File: src/rtl/ssr_pkg.sv
package ssr_pkg;

  typedef enum logic [1:0] {
    ST_OFF   = 2'd0,
    ST_RUN   = 2'd1,
    ST_FAULT = 2'd2
  } seqState_t;

  // Strobes from the sequencing control to the reference datapath.
  typedef struct packed {
    logic clearRef;  // drive the reference code to zero on this edge
    logic stepTick;  // advance the reference one code toward the target
  } rampStrobe_t;

endpackage

File: src/rtl/ssr_ctrl.sv
module ssr_ctrl
  import ssr_pkg::*;
#(
  parameter int STEP_CYCLES     = 8,
  parameter int HALF_LIM_CYCLES = 188,
  parameter int OL_CYCLES       = 8
) (
  input  logic        clk,
  input  logic        rst_n,
  input  logic        en,
  input  logic        swCycle,
  input  logic        ovFlag,
  input  logic        fbLowFlag,
  input  logic        uvFlag,
  input  logic        otFlag,
  output rampStrobe_t strb,
  output logic        halfLimit,
  output logic        switchEn,
  output logic        openLoadFault
);

  localparam int STEP_W = (STEP_CYCLES > 1) ? $clog2(STEP_CYCLES) : 1;
  localparam int HALF_W = $clog2(HALF_LIM_CYCLES + 2);
  localparam int OL_W   = (OL_CYCLES > 1) ? $clog2(OL_CYCLES) : 1;

  localparam logic [STEP_W-1:0] STEP_LAST = STEP_W'(STEP_CYCLES - 1);
  localparam logic [HALF_W-1:0] HALF_END  = HALF_W'(HALF_LIM_CYCLES);
  localparam logic [OL_W-1:0]   OL_LAST   = OL_W'(OL_CYCLES - 1);

  seqState_t         state;
  seqState_t         nextState;
  logic [STEP_W-1:0] stepTmr;
  logic [HALF_W-1:0] startTmr;
  logic [OL_W-1:0]   olCnt;
  logic              olHit;
  logic              olTrip;
  logic              stayRun;

  assign olHit   = swCycle && ovFlag && fbLowFlag;
  assign olTrip  = (state == ST_RUN) && olHit && (olCnt == OL_LAST);

  always_comb begin
    if (!en)                                nextState = ST_OFF;
    else if ((state == ST_FAULT) || olTrip) nextState = ST_FAULT;
    else                                    nextState = ST_RUN;
  end

  assign stayRun = (state == ST_RUN) && (nextState == ST_RUN);

  always_comb begin
    strb.clearRef = (nextState != ST_RUN);
    strb.stepTick = stayRun && (stepTmr == STEP_LAST);
  end

  always_ff @(posedge clk or negedge rst_n) begin
    if (!rst_n) begin
      state    <= ST_OFF;
      stepTmr  <= '0;
      startTmr <= '0;
      olCnt    <= '0;
      switchEn <= 1'b0;
    end else begin
      state    <= nextState;
      switchEn <= (nextState == ST_RUN) && !uvFlag && !otFlag;
      if (!stayRun) begin
        stepTmr  <= '0;
        startTmr <= '0;
        olCnt    <= '0;
      end else begin
        stepTmr <= (stepTmr == STEP_LAST) ? '0 : stepTmr + 1'b1;
        if (startTmr < HALF_END) startTmr <= startTmr + 1'b1;
        if (swCycle) olCnt <= olHit ? olCnt + 1'b1 : '0;
      end
    end
  end

  assign halfLimit     = (state == ST_RUN) && (startTmr < HALF_END);
  assign openLoadFault = (state == ST_FAULT);

  // A latched open-load fault never coexists with an enabled switch
  assert_fault_no_switch_R6: assert property (@(posedge clk) disable iff (!rst_n)
    openLoadFault |-> !switchEn);

  // Fault holds while enable stays high
  assert_fault_sticky_R8: assert property (@(posedge clk) disable iff (!rst_n)
    (openLoadFault && en) |=> openLoadFault);

  // Disabled block is quiet one clock later
  assert_disabled_quiet_R1: assert property (@(posedge clk) disable iff (!rst_n)
    !en |=> (!switchEn && !openLoadFault && !halfLimit));

  // Undervoltage gates the switch
  assert_uv_gates_R9: assert property (@(posedge clk) disable iff (!rst_n)
    uvFlag |=> !switchEn);

  // Over-temperature gates the switch
  assert_ot_gates_R10: assert property (@(posedge clk) disable iff (!rst_n)
    otFlag |=> !switchEn);

  // Half-limit never re-asserts inside a run once dropped
  assert_half_once_R5: assert property (@(posedge clk) disable iff (!rst_n)
    (!halfLimit && (state == ST_RUN) && en && !olTrip) |=> !halfLimit);

endmodule

File: src/rtl/ssr_datapath.sv
module ssr_datapath
  import ssr_pkg::*;
#(
  parameter int CODE_W = 5
) (
  input  logic              clk,
  input  logic              rst_n,
  input  rampStrobe_t       strb,
  input  logic              tgtProgrammed,
  input  logic [CODE_W-1:0] targetStep,
  output logic [CODE_W-1:0] refStep
);

  localparam logic [CODE_W-1:0] FULL_SCALE = '1;

  logic [CODE_W-1:0] target;
  logic              belowTgt;
  logic              aboveTgt;

  assign target   = tgtProgrammed ? targetStep : FULL_SCALE;
  assign belowTgt = (refStep < target);
  assign aboveTgt = (refStep > target);

  always_ff @(posedge clk or negedge rst_n) begin
    if (!rst_n) begin
      refStep <= '0;
    end else if (strb.clearRef) begin
      refStep <= '0;
    end else if (strb.stepTick) begin
      if (belowTgt)      refStep <= refStep + 1'b1;
      else if (aboveTgt) refStep <= refStep - 1'b1;
    end
  end

  // Reference moves by at most one code per edge while not cleared
  assert_ref_single_step_R4: assert property (@(posedge clk) disable iff (!rst_n)
    !strb.clearRef |=> ((refStep == $past(refStep)) ||
                        (refStep == CODE_W'($past(refStep) + 1'b1)) ||
                        (refStep == CODE_W'($past(refStep) - 1'b1))));

  // A clear strobe leaves the reference at zero
  assert_clear_zero_R8: assert property (@(posedge clk) disable iff (!rst_n)
    strb.clearRef |=> (refStep == '0));

endmodule

File: src/rtl/softstart_ref_seq.sv
module softstart_ref_seq
  import ssr_pkg::*;
#(
  parameter int CODE_W          = 5,
  parameter int STEP_CYCLES     = 8,
  parameter int HALF_LIM_CYCLES = 188,
  parameter int OL_CYCLES       = 8
) (
  input  logic              clk,
  input  logic              rst_n,
  input  logic              en,
  input  logic              tgtProgrammed,
  input  logic [CODE_W-1:0] targetStep,
  input  logic              swCycle,
  input  logic              ovFlag,
  input  logic              fbLowFlag,
  input  logic              uvFlag,
  input  logic              otFlag,
  output logic [CODE_W-1:0] refStep,
  output logic              halfLimit,
  output logic              switchEn,
  output logic              openLoadFault
);

  rampStrobe_t strb;

  ssr_ctrl #(
    .STEP_CYCLES    (STEP_CYCLES),
    .HALF_LIM_CYCLES(HALF_LIM_CYCLES),
    .OL_CYCLES      (OL_CYCLES)
  ) u_ctrl (
    .clk          (clk),
    .rst_n        (rst_n),
    .en           (en),
    .swCycle      (swCycle),
    .ovFlag       (ovFlag),
    .fbLowFlag    (fbLowFlag),
    .uvFlag       (uvFlag),
    .otFlag       (otFlag),
    .strb         (strb),
    .halfLimit    (halfLimit),
    .switchEn     (switchEn),
    .openLoadFault(openLoadFault)
  );

  ssr_datapath #(
    .CODE_W(CODE_W)
  ) u_dp (
    .clk          (clk),
    .rst_n        (rst_n),
    .strb         (strb),
    .tgtProgrammed(tgtProgrammed),
    .targetStep   (targetStep),
    .refStep      (refStep)
  );

endmodule

File: config.mk
export PLATFORM = sky130hd
export DESIGN_NAME = softstart_ref_seq
export DESIGN_NICKNAME = d
export VERILOG_FILES = /design/src/rtl/ssr_pkg.sv /design/src/rtl/ssr_ctrl.sv /design/src/rtl/ssr_datapath.sv /design/src/rtl/softstart_ref_seq.sv
export SDC_FILE = /design/constraint.sdc
export NUM_CORES = 1
export LEC_CHECK = 0
export BUFFER_PORTS_ARGS = -buffer_cell sky130_fd_sc_hd__buf_2
export CELL_PAD_IN_SITES_DETAIL_PLACEMENT = 1
export CELL_PAD_IN_SITES_GLOBAL_PLACEMENT = 1
export CORE_MARGIN = 2
export CORE_UTILIZATION = 39
export DETAILED_ROUTE_END_ITERATION = 7
export GPL_TIMING_DRIVEN = 0
export PLACE_DENSITY = 0.76
export SLEW_MARGIN = 30
export SYNTH_ARGS = -nofsm -noshare
export SYNTH_HDL_FRONTEND = slang
export SYNTH_HIERARCHICAL = 1
export SYNTH_SLANG_ARGS = --single-unit
File: constraint.sdc
create_clock -name clk -period 2.5 [get_ports clk]
set_clock_uncertainty 0.05 [all_clocks]
set_input_delay 0.125 -clock clk [delete_from_list [all_inputs] [get_ports clk]]
set_output_delay 0.125 -clock clk [all_outputs]
set_load 0.005 [all_outputs]
; ---- Word-level counts from Yosys, hierarchy flattened
; Index checks and enable logic that the tools add are counted.
[totals]
elab_cells = 51
out_inout_bits = 8
reg_bits = 22
in_bits = 14
[classes]
eq_ne = 8
magnitude_cmp = 3
reduce_logical = 15
addsub = 5
muxes = 14
[op_table]
columns = cell, n
row1 = $mux W5, 5
row2 = $mux W8, 2
row3 = $mux W3, 5
row4 = $logic_and A1 B1 Y1, 9
row5 = $add A8 B1 Y8 const B, 1
row6 = $lt A8 B8 Y1 const B, 1
row7 = $add A3 B1 Y3 const B, 2
row8 = $eq A3 B3 Y1 const B, 2
row9 = $add A5 B1 Y5 const B, 1
row10 = $gt A5 B5 Y1, 1
row11 = $lt A5 B5 Y1, 1
row12 = $sub A5 B1 Y5 const B, 1
row13 = $eq A2 B1 Y1 const B, 2
row14 = $mux W2, 2
row15 = $ne A2 B2 Y1 const B, 2
row16 = $reduce_bool A3 Y1, 1
row17 = $eq A2 B2 Y1 const B, 1
row18 = $logic_not A1 Y1, 2
row19 = $ne A2 B1 Y1 const B, 1
row20 = $reduce_and A2 Y1, 1
row21 = $reduce_bool A2 Y1, 1
row22 = $logic_or A1 B1 Y1, 1

; ---- Longest topological paths before layout
[depth]
word_depth = 12
depth_mapped = 10

; ---- Modules after synthesis
; Netlist, hierarchy kept.
[by_module_without_submodules]
columns = mod, area_each_um2, cells_each, n_inst
row1 = ssr_ctrl, 902.1, 90, 1
row2 = ssr_datapath, 564.3, 61, 1

; ---- Worst setup path before layout
; Ideal clock, no wire load.
[synth_path]
path_kind = register -> register
startpoint = reg u_dp.refStep[3]
endpoint = reg u_dp.refStep[4]
synth_period_minus_slack_ns = 2.445
t_required_ns = 2.379
t_arrival_ns = 2.325
path_buffers = 0
path_slack_ns = 0.055
stages_incl_launch_ff = 10
setup_time_ns = 0.071
cell_sequence = dfrtp_1 > ha_1 > a21o_1 > a21oi_2 > nand2_1 > ha_1 > a21oi_1 > nand2_1 > or3b_1 > nand4_1
[synth_via]
elab_chain_len = 5
[synth_rtl]
columns = element, line_no
row1 = from (decl), ssr_datapath.sv:11  ; output logic [CODE_W-1:0] refStep
row2 = from (signal assigned), ssr_datapath.sv:30  ; if (belowTgt) refStep <= refStep + 1'b1;
row3 = from (signal assigned), ssr_datapath.sv:31  ; else if (aboveTgt) refStep <= refStep - 1'b1;
row4 = $sub A5 B1 Y5, ssr_datapath.sv:31
row5 = $mux W5, ssr_datapath.sv:31
row6 = $mux W5, ssr_datapath.sv:30
row7 = $mux W5, ssr_datapath.sv:29  ; end else if (strb.stepTick) begin
row8 = $mux W5, ssr_datapath.sv:27  ; end else if (strb.clearRef) begin
; Several ways; a longest one is shown, not always the timed one. The select of a mux whose other input is x is not followed.
; A chain may end at the register's enable or synchronous reset.

; ---- Worst setup path after layout
[layout_path]
startpoint = reg u_dp.refStep[1]
endpoint = reg u_dp.refStep[4]
; Same word-level chain as after synthesis.

==> reports/metrics.cfg <==
[routing]
drt_wl_total_um=3810
drcViolationCount=0
wl_per_cell_um=15.9
drt-vias-per-instance=5.49
drt_first_pass_iters=4
ant_nets=0
drtIter0Drc=54
via_count=1317

[sta]
period_minus_slack_ns=2.45
setup_viol=0
relSlewSlack=0.658
final.setup.worst_slack_ns=0.0549
finalHoldViolCount=0
fmax_mhz=409
drv_slew=0
tightest_slew_ns=0.514
fin_hold_ws_ns=0.105
post-route-period-util=0.978

[cts]
cts_root_buf=clkbuf_8
clock-sinks=22
cts_tree=yes
clockBufferDepth=2
ctsHtreeMaxLevel=1
cts_made_buffers=3
clk_latency_ns=0.26
clkTransAtPathRegs_ns=0.08

[die]
die_h_um=65.3
rows=22
ios=22
floorplan.die_area_um2=4270
die_w_um=65.3
core_area_um2=3630
initial_core_util=0.404

[min_path]
hold_depth=2
hold_path_end=u_ctrl/state[1]
hp-class=primary input to register
min_from=en

[logic_synthesis]
ys_seq_area_frac=0.375
ys_async_sr_fraction=1.00
dominantRegCellSynth=dfrtp_1
synth_largest_area_cell=dfrtp_1
synthCells=151
synthTopCellsByArea=dfrtp_1 (38%), ha_1 (12%), nand2b_1 (3.4%)
synth_cell_types=43
syn_nets=180
ys_ff_latch=22
syn-cell-area_um2=1470
synth_edf_count=0
ys_warn_count=6
avgSynthCellArea_um2=9.71
synth_top_area_share=0.375

[place]
dp_hpwl_um=2590
detailed_place.area_um2=1630
gp_congestion=0.773
dp_slack_ns=-0.250
port_buffers=21

[setup_path]
cp.required_ns=2.65
critPathMaxFanout=6
rr_endpoint=u_dp/refStep[4]
start_kind=register
criticalPathCategory=register to register
slowest_delay_ns=0.45
rrSetupSlack_ns=0.05
path_cells=ha_1 > nor2b_1 > o21ai_2 > nand2_4 > fa_2 > nand3_2 > nand2_1 > or3b_1 > nand4_1
crit_slowest_cell=dfrtp_2
cp-end-kind=register
r2r_cells=9
arrival_ns=2.60
r2r_start=u_dp/refStep[1]

[layout]
final_common_cell=buf_2
area_delta_synth_final_pct=29.3
final_cell_mix=buf_2 (24), dfrtp_1 (20), buf_4 (14)
n_antenna_cell=0
postLayoutCellArea_um2=1900
drive_gt1_frac=0.328
nNetsFinal=222

[power_and_ir_drop]
combPwrFrac=0.080
pwr-share-clk=0.441
power_uw=761
seqPwrFrac=0.479
powerDensity_nw_per_um2=401
swShare=0.209
cellLeakagePower_nw=0.891
p_int_uw=602
ir_worst_vdd_v=0.000319
p_sw_uw=159

[flow_run]
drv_cap=0

[grt]
grt_pass1_vias=1312
grt_overflow=0
antenna_found_initial=0
grt_max_degree=23
grt_pass1_wl_um=6000
grtUsageTotal=0.182

[run_status]
outcome=finished clean

Yosys cell counts, drive strengths merged, types with 3 or more instances:
master	count
nor2	6
nand4	7
nand3	10
nor3	6
a21boi	3
inv	8
o21ai	7
nor2b	8
dfrtp	22
nand2b	8
buf	4
a21oi	12
nand2	5
ha	14
mux2i	3
per-stage QoR:
stage	util	TNS, ns	std cells
final	0.522	0	240
after floorplan	-	0	151
after global routing	0.522	-0.0545	240
after detailed placement	0.449	-0.256	220
after global placement	0.449	-0.125	220
after CTS	0.490	0	229
logic make-up (layout without fill, tap and decap cells):
kind of cell             after synthesis  in the layout  synth area share
flip-flops                            22             22             0.375
buffers and inverters                 13             54            0.0384
XOR/XNOR                               2              2            0.0119
multiplexers                           5              5            0.0384
AND/OR/NAND/NOR                       60             60             0.240
AO/OA/AOI/OAI                         34             34             0.163
adder cells (fa/ha/maj)               15             15             0.133
power by group through the flow:
stage / Combinational, mW / Clock, mW / Sequential, mW
2_1_floorplan: 0.0253 / 0 / 0.370
3_3_place_gp: 0.0515 / 0 / 0.371
3_5_place_dp: 0.0550 / 0 / 0.371
4_1_cts: 0.0589 / 0.350 / 0.364
5_1_grt: 0.0687 / 0.362 / 0.365
6_report: 0.0609 / 0.336 / 0.364
final cells by class:
| class | count | area (µm²) |
|---|---|---|
| fillers | 439 | 1740 |
| multi-input cells | 116 | 921 |
| flip-flops and latches | 22 | 553 |
| repair buffers | 37 | 233 |
| well taps | 48 | 60.1 |
| clock buffers | 3 | 41.3 |
| clock inverters | 1 | 30.0 |
| inverters | 8 | 30.0 |
| plain buffers | 5 | 27.5 |
worst max-delay path, delay by kind of cell (launching register included):
| kind | cells | cell delay, ns |
|---|---|---|
| AND/OR/NAND/NOR | 6 | 0.96 |
| flip-flops | 1 | 0.45 |
| AO/OA/AOI/OAI | 1 | 0.20 |
| adder cells (fa/ha/maj) | 2 | 0.73 |
per-layer routing:
layer / vias to the layer above / GRT usage / wire length, µm
met5: - / 0 / 0
met4: 0 / 0.0469 / 70
met3: 8 / 0.0445 / 103
met2: 26 / 0.316 / 1970
met1: 648 / 0.226 / 1670
li1: 635 / - / -
repair_timing:
item | CTS | global route
pin swaps | 2 | 6
hold buffers | 3 | 0
resized for setup | 6 | 8
cloned | 0 | 0
setup buffers | 2 | 11
endpoints found under the setup margin | 2 | 3
hold endpoints to repair | 23 | 0
state kept, by name (all words and copies together) (netlist names):
signal           count
u_dp/refStep         5
u_ctrl/stepTmr       3
u_ctrl/switchEn      1
u_ctrl/state         2
u_ctrl/olCnt         3
u_ctrl/startTmr      8
how the worst max path moves through the flow:
stage | startpoint | slack, ns | end
2_1_floorplan | u_dp/refStep[3] | 0.05 | u_dp/refStep[4]
3_3_place_gp | u_dp/refStep[1] | -0.13 | u_dp/refStep[4]
3_5_place_dp | u_dp/refStep[1] | -0.25 | u_dp/refStep[4]
4_1_cts | u_dp/refStep[1] | 0.004 | u_dp/refStep[4]
5_1_grt | u_dp/refStep[1] | -0.03 | u_dp/refStep[3]
6_report | u_dp/refStep[1] | 0.05 | u_dp/refStep[4]
Power figures use the tool's default switching activity.
